File: src/rtl/i2c_wr_pkg.sv
package i2c_wr_pkg;

    localparam int BYTE_W  = 8;
    localparam int BIT_CNT = 4;

    typedef enum logic [2:0] {
        TS_IDLE,
        TS_DEV,
        TS_WADDR,
        TS_DATA,
        TS_IGNORE
    } tgt_state_e;

    typedef struct packed {
        logic scl_rise;
        logic scl_fall;
        logic start;
        logic stop;
        logic sda;
    } bus_evt_t;

    // Advance within a page: low PB bits wrap, upper bits are held.
    function automatic logic [BYTE_W-1:0] page_next(input logic [BYTE_W-1:0] p,
                                                     input int pb);
        logic [BYTE_W-1:0] mask;
        mask = BYTE_W'((1 << pb) - 1);
        return (p & ~mask) | ((p + 1'b1) & mask);
    endfunction

endpackage

File: src/rtl/i2c_line_sync.sv
module i2c_line_sync #(
    parameter int STAGES = 2
) (
    input  logic clk,
    input  logic rst,
    input  logic line_i,
    output logic now_o,
    output logic prev_o
);
    logic [STAGES:0] chain;

    always_ff @(posedge clk) begin
        if (rst) chain <= '1;
        else     chain <= {chain[STAGES-1:0], line_i};
    end

    assign now_o  = chain[STAGES-1];
    assign prev_o = chain[STAGES];
endmodule

File: src/rtl/i2c_bus_events.sv
module i2c_bus_events
    import i2c_wr_pkg::*;
(
    input  logic     scl_now,
    input  logic     scl_prev,
    input  logic     sda_now,
    input  logic     sda_prev,
    output bus_evt_t evt
);
    always_comb begin
        evt.scl_rise = scl_now & ~scl_prev;
        evt.scl_fall = ~scl_now & scl_prev;
        evt.start    = scl_now & scl_prev & sda_prev & ~sda_now;
        evt.stop     = scl_now & scl_prev & ~sda_prev & sda_now;
        evt.sda      = sda_now;
    end
endmodule

File: src/rtl/i2c_target_fsm.sv
module i2c_target_fsm
    import i2c_wr_pkg::*;
#(
    parameter logic [6:0] DEV_ADDR  = 7'h50,
    parameter int         PAGE_BITS = 4
) (
    input  logic              clk,
    input  logic              rst,
    input  bus_evt_t          evt,
    input  logic              wp_i,
    input  logic              busy_i,
    output logic              sda_oe,
    output logic              wr_valid,
    output logic [BYTE_W-1:0] wr_addr,
    output logic [BYTE_W-1:0] wr_data,
    output logic              wr_commit,
    output logic              wr_drop
);
    localparam logic [BIT_CNT-1:0] LAST_BIT = BIT_CNT'(BYTE_W);
    localparam logic [BIT_CNT-1:0] ACK_CLK  = BIT_CNT'(BYTE_W + 1);

    tgt_state_e         state;
    logic [BIT_CNT-1:0] cnt;
    logic [BYTE_W-1:0]  shreg;
    logic [BYTE_W-1:0]  ptr;
    logic               prot;
    logic               pending;
    logic               ack_ok;
    logic               active;

    assign active = (state == TS_DEV) || (state == TS_WADDR) || (state == TS_DATA);

    always_comb begin
        unique case (state)
            TS_DEV:   ack_ok = !busy_i && (shreg == {DEV_ADDR, 1'b0});
            TS_WADDR: ack_ok = !busy_i;
            TS_DATA:  ack_ok = !busy_i && !prot;
            default:  ack_ok = 1'b0;
        endcase
    end

    always_ff @(posedge clk) begin
        if (rst) begin
            state     <= TS_IDLE;
            cnt       <= '0;
            shreg     <= '0;
            ptr       <= '0;
            prot      <= 1'b0;
            pending   <= 1'b0;
            sda_oe    <= 1'b0;
            wr_valid  <= 1'b0;
            wr_addr   <= '0;
            wr_data   <= '0;
            wr_commit <= 1'b0;
            wr_drop   <= 1'b0;
        end else begin
            wr_valid  <= 1'b0;
            wr_commit <= 1'b0;
            wr_drop   <= 1'b0;
            if (evt.start) begin
                state   <= TS_DEV;
                cnt     <= '0;
                sda_oe  <= 1'b0;
                wr_drop <= pending;
                pending <= 1'b0;
            end else if (evt.stop) begin
                state     <= TS_IDLE;
                sda_oe    <= 1'b0;
                wr_commit <= pending;
                pending   <= 1'b0;
            end else if (active) begin
                if (evt.scl_rise && cnt < LAST_BIT) begin
                    shreg <= {shreg[BYTE_W-2:0], evt.sda};
                    cnt   <= cnt + 1'b1;
                end else if (evt.scl_rise && cnt == LAST_BIT) begin
                    cnt <= ACK_CLK;
                end else if (evt.scl_fall && cnt == LAST_BIT) begin
                    if (!ack_ok) begin
                        state <= TS_IGNORE;
                    end else begin
                        sda_oe <= 1'b1;
                        if (state == TS_WADDR) ptr <= shreg;
                        if (state == TS_DATA) begin
                            wr_valid <= 1'b1;
                            wr_addr  <= ptr;
                            wr_data  <= shreg;
                            ptr      <= page_next(ptr, PAGE_BITS);
                            pending  <= 1'b1;
                        end
                    end
                end else if (evt.scl_fall && cnt == ACK_CLK) begin
                    sda_oe <= 1'b0;
                    cnt    <= '0;
                    if (state == TS_DEV)   state <= TS_WADDR;
                    if (state == TS_WADDR) begin
                        state <= TS_DATA;
                        prot  <= wp_i & ptr[BYTE_W-1];
                    end
                end
            end
        end
    end
endmodule

File: src/rtl/i2c_wr_target.sv
module i2c_wr_target
    import i2c_wr_pkg::*;
#(
    parameter logic [6:0] DEV_ADDR    = 7'h50,
    parameter int         PAGE_BITS   = 4,
    parameter int         SYNC_STAGES = 2
) (
    input  logic       clk,
    input  logic       rst,
    input  logic       scl_i,
    input  logic       sda_i,
    output logic       sda_oe,
    input  logic       wp_i,
    input  logic       busy_i,
    output logic       wr_valid,
    output logic [7:0] wr_addr,
    output logic [7:0] wr_data,
    output logic       wr_commit,
    output logic       wr_drop
);
    logic     scl_now, scl_prev, sda_now, sda_prev;
    bus_evt_t evt;
    logic     scl_fall, start_det, stop_det;

    i2c_line_sync #(.STAGES(SYNC_STAGES)) u_scl_sync (
        .clk(clk), .rst(rst), .line_i(scl_i), .now_o(scl_now), .prev_o(scl_prev)
    );
    i2c_line_sync #(.STAGES(SYNC_STAGES)) u_sda_sync (
        .clk(clk), .rst(rst), .line_i(sda_i), .now_o(sda_now), .prev_o(sda_prev)
    );

    i2c_bus_events u_events (
        .scl_now(scl_now), .scl_prev(scl_prev),
        .sda_now(sda_now), .sda_prev(sda_prev), .evt(evt)
    );

    assign scl_fall  = evt.scl_fall;
    assign start_det = evt.start;
    assign stop_det  = evt.stop;

    i2c_target_fsm #(.DEV_ADDR(DEV_ADDR), .PAGE_BITS(PAGE_BITS)) u_fsm (
        .clk(clk), .rst(rst), .evt(evt), .wp_i(wp_i), .busy_i(busy_i),
        .sda_oe(sda_oe), .wr_valid(wr_valid), .wr_addr(wr_addr),
        .wr_data(wr_data), .wr_commit(wr_commit), .wr_drop(wr_drop)
    );
endmodule

File: config.mk
export PLATFORM = sky130hd
export DESIGN_NAME = i2c_wr_target
export DESIGN_NICKNAME = d
export VERILOG_FILES = /design/src/rtl/i2c_wr_pkg.sv /design/src/rtl/i2c_line_sync.sv /design/src/rtl/i2c_bus_events.sv /design/src/rtl/i2c_target_fsm.sv /design/src/rtl/i2c_wr_target.sv
export SDC_FILE = /design/constraint.sdc
export NUM_CORES = 1
export LEC_CHECK = 0
export ABC_AREA = 1
export BUFFER_PORTS_ARGS = -buffer_cell sky130_fd_sc_hd__buf_4
export CORE_ASPECT_RATIO = 1.5
export CORE_UTILIZATION = 64
export CTS_BUF_LIST = sky130_fd_sc_hd__clkbuf_8
export DETAILED_ROUTE_END_ITERATION = 6
export HOLD_SLACK_MARGIN = 0.12
export PLACE_DENSITY = 0.86
export SKIP_LAST_GASP = 1
export SLEW_MARGIN = 20
export SYNTH_ARGS = -nofsm -noshare
export SYNTH_HDL_FRONTEND = slang
export SYNTH_SLANG_ARGS = --single-unit
File: constraint.sdc
create_clock -name clk -period 3.33 [get_ports clk]
set_clock_uncertainty 0.15 [all_clocks]
set_input_delay 0.333 -clock clk [delete_from_list [all_inputs] [get_ports clk]]
set_output_delay 0.333 -clock clk [all_outputs]
set_load 0.01 [all_outputs]
## Word-level counts from Yosys, hierarchy flattened

Index checks and enable logic that the tools add are counted.

- Register bits after elaboration: 51
- Bits of input ports: 6
- Output and inout port bits: 20
- Word-level logic and storage cells: 102

- Add/sub/neg operators: 2
- $lt $le $gt $ge: 1
- Equal/unequal tests: 12
- Multiplexer cells: 21
- Bitwise logic cells: 20
- Reduce and logical (&&, ||, !) cells: 31

Operators by type and width:

| kind | count |
|---|---|
| 8-bit AND reduction | 3 |
| 6-bit AND reduction | 3 |
| 4-bit 2-to-1 mux | 4 |
| 8-bit 2-to-1 mux | 2 |
| 3-bit 2-to-1 mux | 5 |
| 1-bit inverter | 11 |
| 1-bit 2-to-1 mux | 9 |
| 3-bit nonzero test | 3 |
| 4-bit by 1-bit adder with 4-bit output (second input constant) | 2 |
| 1-bit AND | 8 |
| 4-bit equality test (second input constant) | 2 |
| 8-bit equality test (second input constant) | 1 |
| 8-bit by 4-bit bitwise OR with 8-bit output | 1 |
| 4-bit AND reduction | 2 |
| 8-bit OR reduction | 1 |
| 3-bit by 2-bit equality test with 1-bit output (second input constant) | 2 |
| 1-bit logical AND | 6 |
| 3-bit inequality test (second input constant) | 2 |
| 3-bit OR reduction | 2 |
| 5-bit AND reduction | 1 |
| 5-bit nonzero test | 1 |
| 4-bit < comparator (second input constant) | 1 |
| 4-bit inequality test (second input constant) | 1 |
| 2-bit nonzero test | 2 |
| other kinds (9) | 12 |

## Depth between registers and ports, before layout

Gate-level depths: netlist of run 1.

- Word-level depth: 10
- Depth in mapped cells: 12
- Gate-level depth less buffers: 11

## Cells and area by module

A second synthesis of run 1 with hierarchy kept.

- Cells, all modules: 344
- Area, all modules: 2362.3 µm²

Modules (own cells, without submodules):

| module | instances | cells an instance | area each (µm²) | sequential area each (µm²) |
|---|---|---|---|---|
| i2c_target_fsm | 1 | 312 | 2135.8 | 900.9 |
| i2c_line_sync | 2 | 10 | 88.8 | 60.1 |
| i2c_bus_events | 1 | 12 | 48.8 | 0.0 |

## Worst setup path after synthesis of run 1

Ideal clock, no wire load.

- Path type: reg-to-reg
- From: register u_fsm.cnt[0]
- To: register u_fsm.wr_addr[0]
- Library setup time: 64 ps
- Arrival time: 1439 ps
- Required time: 3116 ps
- Path slack: 1677 ps
- Stages on the path, launching flop included: 11
- Buffers on the path: 1
- Clock period less this slack: 1653 ps
- Path through: dfxtp_1 > inv_1 > ha_1 > nand4_1 > nand2_1 > nor2_1 > nand2_4 > buf_6 > nand2_1 > nand2_1 > nor2_1

- Longest elaborated chain between the ends: 4
- Elaborated cells on any way between the ends: 8
- Those cells by class: 1 x order compare; 1 x eq/ne; 2 x bitwise; 4 x reduce/logical

RTL lines:

| item | RTL line | text |
|---|---|---|
| from (decl) | i2c_target_fsm.sv:23 | `logic [BIT_CNT-1:0] cnt;` |
| from (signal assigned) | i2c_target_fsm.sv:74 | `cnt <= cnt + 1'b1;` |
| 4-bit < comparator or 4-bit equality test (tied branches) | i2c_target_fsm.sv:72, i2c_target_fsm.sv:75, i2c_target_fsm.sv:77 |  |
| 1-bit logical AND, on equally long branches | i2c_target_fsm.sv:72, i2c_target_fsm.sv:75 |  |
| 1-bit inverter (no line) | n/a |  |
| 8-bit AND reduction (no line) * | n/a |  |
| to (signal assigned) | i2c_target_fsm.sv:85 | `wr_addr <= ptr;` |
| to (decl) | i2c_target_fsm.sv:14 | `output logic [BYTE_W-1:0] wr_addr,` |

Mark *: on every way between the ends. The rest lies on a longest branch, timed or not.
A chain may end at the register's enable or synchronous reset.

## Worst setup path after layout of run 1

- From: register u_fsm.cnt[0]
- To: register u_fsm.wr_data[2]

- Longest elaborated chain between the ends: 4
- Elaborated cells on any way between the ends: 8
- Those cells by class: 1 x order compare; 1 x eq/ne; 2 x bitwise; 4 x reduce/logical

RTL lines:

| item | RTL line | text |
|---|---|---|
| 4-bit < comparator or 4-bit equality test (tied branches) | i2c_target_fsm.sv:72, i2c_target_fsm.sv:75, i2c_target_fsm.sv:77 |  |
| 1-bit logical AND, on equally long branches | i2c_target_fsm.sv:72, i2c_target_fsm.sv:75 |  |
| 1-bit inverter (no line) | n/a |  |
| 8-bit AND reduction (no line) * | n/a |  |
| to (signal assigned) | i2c_target_fsm.sv:86 | `wr_data <= shreg;` |
| to (decl) | i2c_target_fsm.sv:15 | `output logic [BYTE_W-1:0] wr_data,` |

Marks and branches as above.

==> results of run 1 <==
## through the flow
| stage | hold WS (ps) | area (um^2) | cells | total power (W) | utilization (%) |
|---|---|---|---|---|---|
| 5_1_grt | 157 | 2570 | 388 | 0.00103 | 75.9 |
| 3_3_place_gp | 247 | 2460 | 378 | 0.000665 | 72.8 |
| 4_1_cts | 152 | 2570 | 388 | 0.00100 | 75.9 |
| 3_5_place_dp | 247 | 2460 | 378 | 0.000665 | 72.8 |
| 6_report | 150 | 2570 | 388 | 0.000998 | 75.9 |
| 2_1_floorplan | 239 | 2270 | 320 | 0.000654 | - |
## worst paths after layout
kind	slack [ps]	start	end	depth (start not counted)
setup / recovery	910	u_fsm.cnt[0]	u_fsm.wr_data[2]	10
hold / removal	150	rst	u_fsm.ptr[1]	2
setup reg to reg	910	u_fsm.cnt[0]	u_fsm.wr_data[2]	10
hold reg to reg	270	u_sda_sync.chain[0]	u_sda_sync.chain[1]	1
## logic make-up (layout without fill, tap and decap cells)
| kind of cell | count (synthesis) | count (layout) | synth area share [%] |
|---|---|---|---|
| AO/OA/AOI/OAI | 38 | 38 | 8.58 |
| AND/OR/NAND/NOR | 171 | 171 | 33.6 |
| buffers and inverters | 53 | 79 | 9.57 |
| XOR/XNOR | 3 | 3 | 1.16 |
| adder cells (fa/ha/maj) | 4 | 4 | 2.20 |
| flip-flops | 51 | 51 | 44.9 |
## sequential cells by signal, summed over array words and instances (netlist names)
signal,cells
u_sda_sync.chain,3
u_fsm.ptr,8
u_fsm.shreg,8
u_fsm.wr_valid,1
u_scl_sync.chain,3
u_fsm.wr_drop,1
u_fsm.wr_addr,8
u_fsm.wr_commit,1
u_fsm.pending,1
u_fsm.cnt,4
u_fsm.state,3
u_fsm.prot,1
u_fsm.wr_data,8
u_fsm.sda_oe,1
## per-layer routing
metal  wire length, um  global-route usage [%]  vias up  part of all wire, %
met5                 0                       0        -                    0
li1                  -                       -     1051                    -
met3               130                    3.64        8                  2.8
met1              1940                    29.7      899                   41
met4                88                    10.5        0                  1.9
met2              2550                    49.6       43                   54
## report_power, final
part / total, W / switching [W] / internal (W)
sequential: 0.000617 / 0.00000352 / 0.000614
clock: 0.000345 / 0.000201 / 0.000144
combinational: 0.0000361 / 0.0000233 / 0.0000127
## critical path, stage by stage (launching register included)
cell and delay, ps:
dfxtp_1 400, inv_1 80, ha_1 220, nand3_2 140, nor2_2 50, nand2_1 550
clkinv_2 260, nand2_4 240, nand2_1 90, nand2_1 70, nor2_1 60
## cell type report
type	instances	area [um^2]
multi-input combinational	216	1040
sequential	51	1020
fill	282	815
timing repair buffer	27	208
inverter	44	166
clock buffer	5	68.8
tap	42	52.6
clock inverter	3	16.3
## layout by cell type, fill, tap and decap left out, drive strengths merged
cell type / count
or2: 5
buf: 25
o31ai: 1
dlygate4sd3: 2
nand2: 84
nand4: 3
nand3b: 1
clkinv: 2
o21ai: 14
clkinvlp: 1
dfxtp: 51
a211oi: 1
a21oi: 22
xnor2: 2
xor2: 1
ha: 4
nand3: 16
inv: 44
nor3: 19
nor2: 43
clkbuf: 5
==> summary.md, run 1 <==
| Metric | Value |
|---|---|
| Root Driver | clkbuf_8 |
| Die footprint | 0.00380 mm^2 |
| Crit share post-route | 72.7% |
| Slew @ Worst Pin | 921 ps |
| Maximum clock rate | 413 MHz |
| Maxcap violations | 0 |
| Hold crit path type | in -> reg |
| TritonCTS clock tree | yes |
| RSZ-0062 raised after global routing | false |
| Fin. Hold Viols | 0 |
| HPWL after DPL | 3340 um |
| CP Capture Type | register |
| CP startpoint kind | register |
| Clock buffer depth | 2 |
| Post-synth top area share | 44.9% |
| Vias per inst | 5.16 |
| Run status | finished, final reports clean |
| Most common cell in the synthesized netlist | nand2_1 |
| Worst-Skew Late Latency | 300 ps |
| Layout cells sized above 1 | 14.7% |
| Area delta synth->final | 12.9% |
| Drt drc | 0 |
| EDFF count, synth | 0 |
| Synth Instances | 320 |
| Nets | 355 |
| Detailed Routing Iterations Pass 1 | 4 |
| Worst VDD drop | 0.378 mV |
| PD cells | 389 mW/mm^2 |
| Critical Path RT | 3370 ps |
| P_leak | 1.21 nW |
| Critical setup path kind | reg -> reg |
| Antenna-violating nets left | 0 |
| Tot GR Track Use | 26.4% |
| Setup TNS | 0 ps |
| Syn. warnings | 0 |
| Max-slew headroom | 38.5% |
| Tmin final | 2420 ps |
| Post-CTS resize count | 0 |
| Antenna fix cells | 0 |
| TritonCTS buffer count | 5 |
| Post-synthesis async set-or-reset flop share | 0% |
| Most frequent cells after synthesis | 82 x nand2_1, 51 x dfxtp_1, 41 x inv_1 |
| Maximum level of the CTS H-tree | 2 |
| CP arrival | 2460 ps |
| Hold buffer count at CTS | 2 |
| Vias after detailed routing | 2,001 |
| CTS sink cnt | 51 |
| Synth top area cells | dfxtp_1 45%, nand2_1 14%, inv_1 6.8%, nor2_1 6.1%, a21oi_1 4.8% |
| Final RePlAce weighted congestion | 0.925 |
| Count of different cell masters after synthesis | 28 |
| Vias in the first global route | 1,768 |
| Post-CTS Setup Inserts | 0 |
| Setup violations, final | 0 |
| CTS clk-pin slew, worst paths | 90 ps |
| Post-synthesis register bit count | 51 |
| Die height | 75.0 um |
| PnR worst setup slack | 910 ps |
| Wire per inst | 12.1 um |
| Syn Area/Cell | 7.11 um^2 |
| Drt total wl | 4710 um |
| Yosys top cell by area | dfxtp_1 |
| First-pass GRT wire length | 7490 um |
| Main synth FF type | dfxtp_1 |
| Row count | 26 |
| Sequential-to-total area share from yosys stat | 44.9% |
| Die W | 50.7 um |
| Ports | 26 |
| Mapped Area | 0.00227 mm^2 |
| Starting Density | 67.2% |
| Total core area | 0.00338 mm^2 |
| Fin. max-slew vios | 0 |
| CP max FO | 21 |
| Syn nets | 330 |
| Post-Place Worst Slack | 946 ps |
| Port-buffer cells | 25 |
| Largest net degree at the start of global routing | 32 |
| Initial antenna violation count | 0 |
| GRT overflow | 0 |
| Initial DRC Count | 76 |
Power figures use the tool's default switching activity.
==> inputs of run 2 (changes only) <==
Settings changed: ABC_AREA 1 to 0, CORE_UTILIZATION 64 to 60, PLACE_DENSITY 0.86 to 0.82.
Clock period 3.33 ns to 2.4 ns, I/O delays scaled along.
==> run 2 against run 1 <==
Effect of this change:
- largest power group unchanged
- register-to-register slack lost 710 ps
- non-clock buffer count rose by 7
- area after synthesis is 2.0% lower
==> summary.md, run 2 <==
| Metric | Value |
|---|---|
| Run status | finished, final reports clean |
| Wire per inst | 14.1 um (+17%) |
| Tot GR Track Use | 24.1% (-2.3 points) |
| Antenna fix cells | 0 (unchanged) |
| Most frequent cells in the layout | 51 x dfxtp_1, 43 x nor2_1, 31 x buf_4 |
| Non-filler cells, final | 299 (-23%) |
| Critical Path RT | 2490 ps (-880 ps) |
| Count of different cell masters after synthesis | 47 (+68%) |
| Layout cells sized above 1 | 21.4% (+6.7 points) |
| R2R Path Start | u_fsm.cnt[0] |
| Post-synth top area share | 45.8% (+0.91 points) |
| Post-synthesis async set-or-reset flop share | 0% (unchanged) |
| RSZ-0062 raised after global routing | false |
| Yosys top cell by area | dfxtp_1 |
| Maxcap violations | 0 (unchanged) |
| Post-CTS resize count | 0 (unchanged) |
| Fin. max-slew vios | 0 (unchanged) |
| Psw | 0.000286 W (+26%) |
| Nets | 267 (-25%) |
| Initial DRC Count | 33 (-57%) |
| Worst hold start | wp_i |
| Sequential-to-total area share from yosys stat | 45.8% (+0.91 points) |
| Syn. warnings | 0 (unchanged) |
| Most common cell in the synthesized netlist | dfxtp_1 |
| Clock power share | 35.3% (+0.7 points) |
| First-pass GRT wire length | 7200 um (-3.9%) |
| Die W | 51.8 um (+2.2%) |
| Worst-Skew Late Latency | 300 ps (about the same) |
| CP startpoint kind | register |
| Tmin final | 2200 ps (-221 ps) |
| Worst hold stages | 5 (+3) |
| Row count | 26 (unchanged) |
| CTS sink cnt | 51 (unchanged) |
| Maximum level of the CTS H-tree | 2 (unchanged) |
| Initial antenna violation count | 0 (unchanged) |
| Synth Instances | 229 (-28%) |
| Commonest non-fill, non-tap cell in the layout | dfxtp_1 |
| Die height | 76.7 um (+2.2%) |
| Max-slew headroom | 70.8% (+32 points) |
| Power Internal | 0.00109 W (+42%) |
| GRT overflow | 0 (unchanged) |
| Dpl cells | 290 (-23%) |
| Hold Slack | 132 ps (-17.6 ps) |
| Crit share post-route | 91.6% (+19 points) |
| Setup TNS | 0 ps (unchanged) |
| Starting Density | 64.1% (-3.2 points) |
| Hold crit path type | in -> reg |
| Setup violations, final | 0 (unchanged) |
| Mapped Area | 0.00223 mm^2 (-2.0%) |
| Vias after detailed routing | 1,658 (-17%) |
| Drt total wl | 4230 um (-10%) |
| Sw Ratio | 20.8% (-2.0 points) |
| TritonCTS clock tree | yes |
| Post-synthesis register bit count | 51 (unchanged) |
| Ports | 26 (unchanged) |
| CP arrival | 2280 ps (-180 ps) |
| EDFF count, synth | 0 (unchanged) |
| Detailed Routing Iterations Pass 1 | 4 (unchanged) |
| Sequential power share | 61.8% (about the same) |
| CP max FO | 10 (-52%) |
| Clock buffer depth | 2 (unchanged) |
| Synth top area cells | dfxtp_1 46%, mux2i_1 13%, nor2_1 7.2%, a21oi_1 2.7%, ha_1 2.2% |
| Slew @ Worst Pin | 437 ps (-484 ps) |
| Largest net degree at the start of global routing | 46 (+44%) |
| Area delta synth->final | 14.6% |
| Most frequent cells after synthesis | 51 x dfxtp_1, 43 x nor2_1, 30 x mux2i_1 |
| Syn Area/Cell | 9.74 um^2 (+37%) |
| Die footprint | 0.00397 mm^2 (+4.4%) |
| Worst reg-to-reg setup slack | 200 ps (-710 ps) |
| Antenna-violating nets left | 0 (unchanged) |
| Syn nets | 239 (-28%) |
| P_leak | 0.980 nW (-19%) |
| HPWL after DPL | 2940 um (-12%) |
| Register-to-Register Path Depth | 7 (-3) |
| Total core area | 0.00348 mm^2 (+2.9%) |
| Final RePlAce weighted congestion | 0.904 (-2.3%) |
| PnR worst setup slack | 201 ps (-709 ps) |
| Logic pwr share | 2.9% (-0.7 points) |
| FF-to-FF End | u_fsm.cnt[0] |
| Post-CTS Setup Inserts | 0 (unchanged) |
| Post-Place Worst Slack | 235 ps (-711 ps) |
| PD cells | 540 mW/mm^2 (+39%) |
| Root Driver | clkbuf_8 |
| Drt drc | 0 (unchanged) |
| Critical setup path kind | reg -> reg |
| CP Capture Type | register |
| Worst Hold Endpoint | u_fsm.prot |
| CTS clk-pin slew, worst paths | 90 ps (about the same) |
| Vias per inst | 5.55 (+7.5%) |
| Fin. Hold Viols | 0 (unchanged) |
| Main synth FF type | dfxtp_1 |
| Port-buffer cells | 25 (unchanged) |
| Vias in the first global route | 1,656 (-6.3%) |
| Maximum clock rate | 455 MHz (+10%) |
| Worst VDD drop | 0.635 mV (+68%) |
| TritonCTS buffer count | 5 (unchanged) |
## run 2: cell types whose count changed after synthesis, sizes merged, moves of 3 or more
cell	previous run	this run
nor3	19	5
clkbuf	2	5
nand4b	0	3
nand2b	0	4
a21oi	22	12
nor2b	0	3
mux2i	0	30
inv	43	3
or2	5	8
nand2	84	9
and2	0	3
nand3	16	3
o21ai	14	4
## run 2: layout make-up
| cell class | count | area [um^2] |
|---|---|---|
| flip-flops and latches | 51 | 1020 |
| repair buffers | 34 | 273 |
| fillers | 268 | 926 |
| multi-input cells | 162 | 1110 |
| well taps | 42 | 52.6 |
| clock inverters | 1 | 5.00 |
| inverters | 3 | 11.3 |
| clock buffers | 6 | 82.6 |
## run 2: through the flow
| step | utilization, % | instance area, um^2 | power [W] |
|---|---|---|---|
| global route | 73.4 | 2550 | 0.00143 |
| detailed placement | 70.3 | 2450 | 0.000911 |
| floorplan | - | 2230 | 0.000898 |
| finish | 73.4 | 2550 | 0.00138 |
| CTS | 73.4 | 2550 | 0.00139 |
| global placement | 70.3 | 2450 | 0.000910 |
## run 2: repair_timing
item / in CTS / in global routing
endpoints found under the setup margin: 0 / 0
hold buffers: 2 / 0
endpoints found under the hold margin: 2 / 0
## run 2: cells by family after synthesis
group	count (synthesis)	share of synthesized area, %
adders and majority gates	4	2.24
xor gates and xnor gates	2	0.786
buffers and inverters	16	4.43
DFF	51	45.8
muxes	31	14.0
AOI/OAI and AO/OA	30	10.2
and+or+nand+nor	95	22.6
## run 2: metal layers
layer	GRT usage (%)	vias up	share of wire (%)
li1	-	847	-
met1	25.8	767	42
met2	41.8	31	52
met3	5.36	13	2.5
met4	13.5	0	3.3
met5	0	-	0
## run 2: worst max path at each step
stage	endpoint	cells past startpoint	slack, ps	startpoint
3_3_place_gp	u_fsm.cnt[0]	7	330	u_fsm.cnt[0]
6_report	u_fsm.cnt[0]	7	200	u_fsm.cnt[0]
5_1_grt	u_fsm.cnt[0]	7	20	u_fsm.cnt[1]
4_1_cts	u_fsm.cnt[0]	7	220	u_fsm.cnt[0]
2_1_floorplan	u_fsm.wr_data[6]	10	460	u_fsm.cnt[0]
3_5_place_dp	u_fsm.cnt[0]	7	230	u_fsm.cnt[0]
## run 2: worst max-delay path, stage by stage (launching register included)
cell and delay (ps):
dfxtp_1 360, inv_1 70, ha_1 370, nand2b_1 90, a21oi_1 340, o2111ai_4 230, or3b_1 390, a21oi_1 120
## run 2: power by group through the flow
stage                      logic, W  clock network (W)  registers (W)
after floorplan           0.0000267                  0       0.000872
after global placement    0.0000376                  0       0.000872
after detailed placement  0.0000381                  0       0.000872
after CTS                 0.0000406           0.000498       0.000852
after global routing      0.0000440           0.000534       0.000853
final                     0.0000406           0.000486       0.000852
==> inputs of run 3 (changes only) <==
Settings changed: SYNTH_HIERARCHICAL set to 1.
==> run 3 against run 2 <==
Effect of this change:
- sequential share of layout area is 0.48 points lower
- core utilization rose by 0.90 points
- die area is 0.10% higher
- via count grew 6.0%
- largest cell class unchanged
==> summary.md, run 3 <==
| Metric | Value |
|---|---|
| Ports | 26 (unchanged) |
| Tot GR Track Use | 23.9% (-0.18 points) |
| Sw Ratio | 22.9% (+2.1 points) |
| Die footprint | 0.00397 mm^2 (+0.10%) |
| Worst hold stages | 4 (-1) |
| Vias after detailed routing | 1,758 (+6.0%) |
| Syn nets | 251 (+5.0%) |
| Hold crit path type | in -> reg |
| Most frequent cells after synthesis | 51 x dfxtp_1, 37 x nand2_1, 21 x nor2_1 |
| Count of different cell masters after synthesis | 52 (+11%) |
| Worst Hold Endpoint | u_fsm/prot |
| Worst hold start | wp_i |
| Psw | 0.000318 W (+11%) |
| Drt total wl | 4380 um (+3.6%) |
| Row count | 26 (unchanged) |
| Starting Density | 64.1% (+0.072 points) |
| Antenna-violating nets left | 0 (unchanged) |
| Wire length on met2 | 2250 um (+2.4%) |
| WL met3 | 127 um (+20%) |
| Register-to-Register Path Depth | 5 (-2) |
| M1 wire length | 1910 um (+6.4%) |
| Tmin final | 2280 ps (+83.4 ps) |
| P_leak | 0.977 nW (-0.24%) |
| Drt drc | 0 (unchanged) |
| Commonest non-fill, non-tap cell in the layout | dfxtp_1 |
| Die height | 76.7 um (about the same) |
| CP startpoint kind | register |
| Post-synth top area share | 45.7% (-0.051 points) |
| Worst VDD drop | 0.539 mV (-15%) |
| Vias in the first global route | 1,621 (-2.1%) |
| Post-synthesis async set-or-reset flop share | 0% (unchanged) |
| Maxcap violations | 0 (unchanged) |
| Vias per inst | 5.60 (+0.97%) |
| Max-slew headroom | 62.1% (-8.7 points) |
| Area delta synth->final | 15.9% |
| CTS sink cnt | 51 (unchanged) |
| Wire per inst | 14.0 um (-1.3%) |
| EDFF count, synth | 0 (unchanged) |
| Detailed Routing Iterations Pass 1 | 4 (unchanged) |
| Main synth FF type | dfxtp_1 |
| Most frequent cells in the layout | 51 x dfxtp_1, 37 x nand2_1, 33 x buf_4 |
| Power Internal | 0.00107 W (-1.8%) |
| Mapped Area | 0.00223 mm^2 (+0.11%) |
| Initial DRC Count | 35 (+6.1%) |
| Synth Instances | 241 (+5.2%) |
| Antenna fix cells | 0 (unchanged) |
| Die W | 51.8 um (about the same) |
| Synth top area cells | dfxtp_1 46%, mux2i_1 6.7%, nand2_1 6.2%, a21oi_1 4.3%, nor2_1 3.5% |
| Top Layer Used | met4 |
| Crit share post-route | 95.1% (+3.5 points) |
| Syn. warnings | 6 (+6) |
| Syn Area/Cell | 9.26 um^2 (-4.9%) |
| CP arrival | 2330 ps (+50 ps) |
| Setup TNS | 0 ps (unchanged) |
| Setup violations, final | 0 (unchanged) |
| GRT overflow | 0 (unchanged) |
| Worst-Skew Late Latency | 310 ps (about the same) |
| Largest net degree at the start of global routing | 46 (unchanged) |
| TritonCTS clock tree | yes |
| Post-synthesis register bit count | 51 (unchanged) |
| Initial antenna violation count | 0 (unchanged) |
| Non-filler cells, final | 314 (+5.0%) |
| PD cells | 538 mW/mm^2 (-0.31%) |
| Yosys top cell by area | dfxtp_1 |
| Fin. max-slew vios | 0 (unchanged) |
| Post-CTS Setup Inserts | 0 (unchanged) |
| Critical setup path kind | reg -> reg |
| Logic pwr share | 3.6% (+0.7 points) |
| Clock power share | 34.9% (-0.4 points) |
| Root Driver | clkbuf_8 |
| Critical Path RT | 2440 ps (-50 ps) |
| FF-to-FF End | u_fsm/ptr[5] |
| Nets | 281 (+5.2%) |
| Total core area | 0.00348 mm^2 (unchanged) |
| Clock buffer depth | 2 (unchanged) |
| CP max FO | 5 (-5) |
| Sequential-to-total area share from yosys stat | 45.7% (-0.051 points) |
| CTS clk-pin slew, worst paths | 100 ps (about the same) |
| Dpl cells | 304 (+4.8%) |
| Maximum level of the CTS H-tree | 2 (unchanged) |
| R2R Path Start | u_sda_sync/chain[1] |
| HPWL after DPL | 3110 um (+5.8%) |
| TritonCTS buffer count | 5 (unchanged) |
| Fin. Hold Viols | 0 (unchanged) |
| Maximum clock rate | 438 MHz (-3.7%) |
| First-pass GRT wire length | 7160 um (-0.67%) |
| Slew @ Worst Pin | 562 ps (+125 ps) |
| Sequential power share | 61.4% (-0.4 points) |
| Most common cell in the synthesized netlist | dfxtp_1 |
| CP Capture Type | register |
| Run status | finished, final reports clean |
| Port-buffer cells | 25 (unchanged) |
| RSZ-0062 raised after global routing | false |
| Final RePlAce weighted congestion | 0.836 (-7.4%) |
| Layout cells sized above 1 | 21.0% (-0.44 points) |
| Worst reg-to-reg setup slack | 120 ps (-80 ps) |
-- run 3: cell count changes after synthesis, sizes merged, moves of 3 or more --
| cell | change |
|---|---|
| nand2 | +28 |
| nor2 | -22 |
| nand2b | -3 |
| o21ai | +5 |
| a21oi | +10 |
| mux2i | -15 |
| nand3 | +6 |
-- run 3: worst max path at each step --
stage | start | to | slack, ps | cells past startpoint
after floorplan | u_sda_sync/chain[1] | u_fsm/wr_data[0] | 230 | 7
after global placement | u_sda_sync/chain[1] | u_fsm/ptr[7] | 60 | 5
after detailed placement | u_sda_sync/chain[1] | u_fsm/ptr[5] | 50 | 5
after CTS | u_sda_sync/chain[1] | u_fsm/ptr[5] | 20 | 5
after global routing | u_sda_sync/chain[1] | u_fsm/ptr[5] | 0.7 | 5
final | u_sda_sync/chain[1] | u_fsm/ptr[5] | 120 | 5
-- run 3: final cells by class --
class                      instances  area (um^2)
multi-input combinational        173         1140
sequential                        51         1020
fill                             270          895
timing repair buffer              35          268
clock buffer                       5         68.8
tap                               42         52.6
clock inverter                     3         20.0
inverter                           5         18.8
-- run 3: cell families (layout without fill, tap and decap cells) --
kind of cell,Yosys count,count (layout),synth area share (%)
DFF,51,51,45.7
adders and majority gates,4,4,2.24
and+or+nand+nor,107,107,26.0
AOI/OAI and AO/OA,44,44,14.3
xor gates and xnor gates,2,2,0.785
muxes,16,16,7.23
buffers and inverters,17,48,3.70
-- run 3: power groups by stage --
stage	Clock, W	Sequential (W)	Combinational (W)
global placement	0	0.000875	0.0000473
finish	0.000486	0.000855	0.0000505
detailed placement	0	0.000875	0.0000479
floorplan	0	0.000874	0.0000317
CTS	0.000500	0.000855	0.0000507
global route	0.000532	0.000856	0.0000558
-- run 3: metrics by stage --
step / util, % / instance area (um^2) / power, W / hold slack (ps) / setup WS [ps]
floorplan: - / 2230 / 0.000905 / 187 / 227
global placement: 70.9 / 2470 / 0.000922 / 238 / 64.2
detailed placement: 70.9 / 2470 / 0.000923 / 243 / 45.4
CTS: 74.0 / 2580 / 0.00141 / 135 / 24.5
global route: 74.3 / 2590 / 0.00144 / 145 / 0.731
finish: 74.3 / 2590 / 0.00139 / 140 / 118
-- run 3: timing repair --
item | 4_1_cts | 5_1_grt
endpoints found under the setup margin | 0 | 6
resized for setup | 0 | 2
hold buffers | 2 | 0
hold endpoints to repair | 2 | 0
-- run 3: worst max-delay path, stage by stage (launching register included) --
cell      delay, ps
dfxtp_1         400
and4b_1         290
or4_1           610
a211oi_4        440
mux2i_1         240
nor2_1           50
-- run 3: per-layer routing --
metal	global-route usage, %	vias up
met4	10.8	0
met5	0	-
met2	40.5	35
met1	27.3	811
met3	5.95	12
li1	-	900
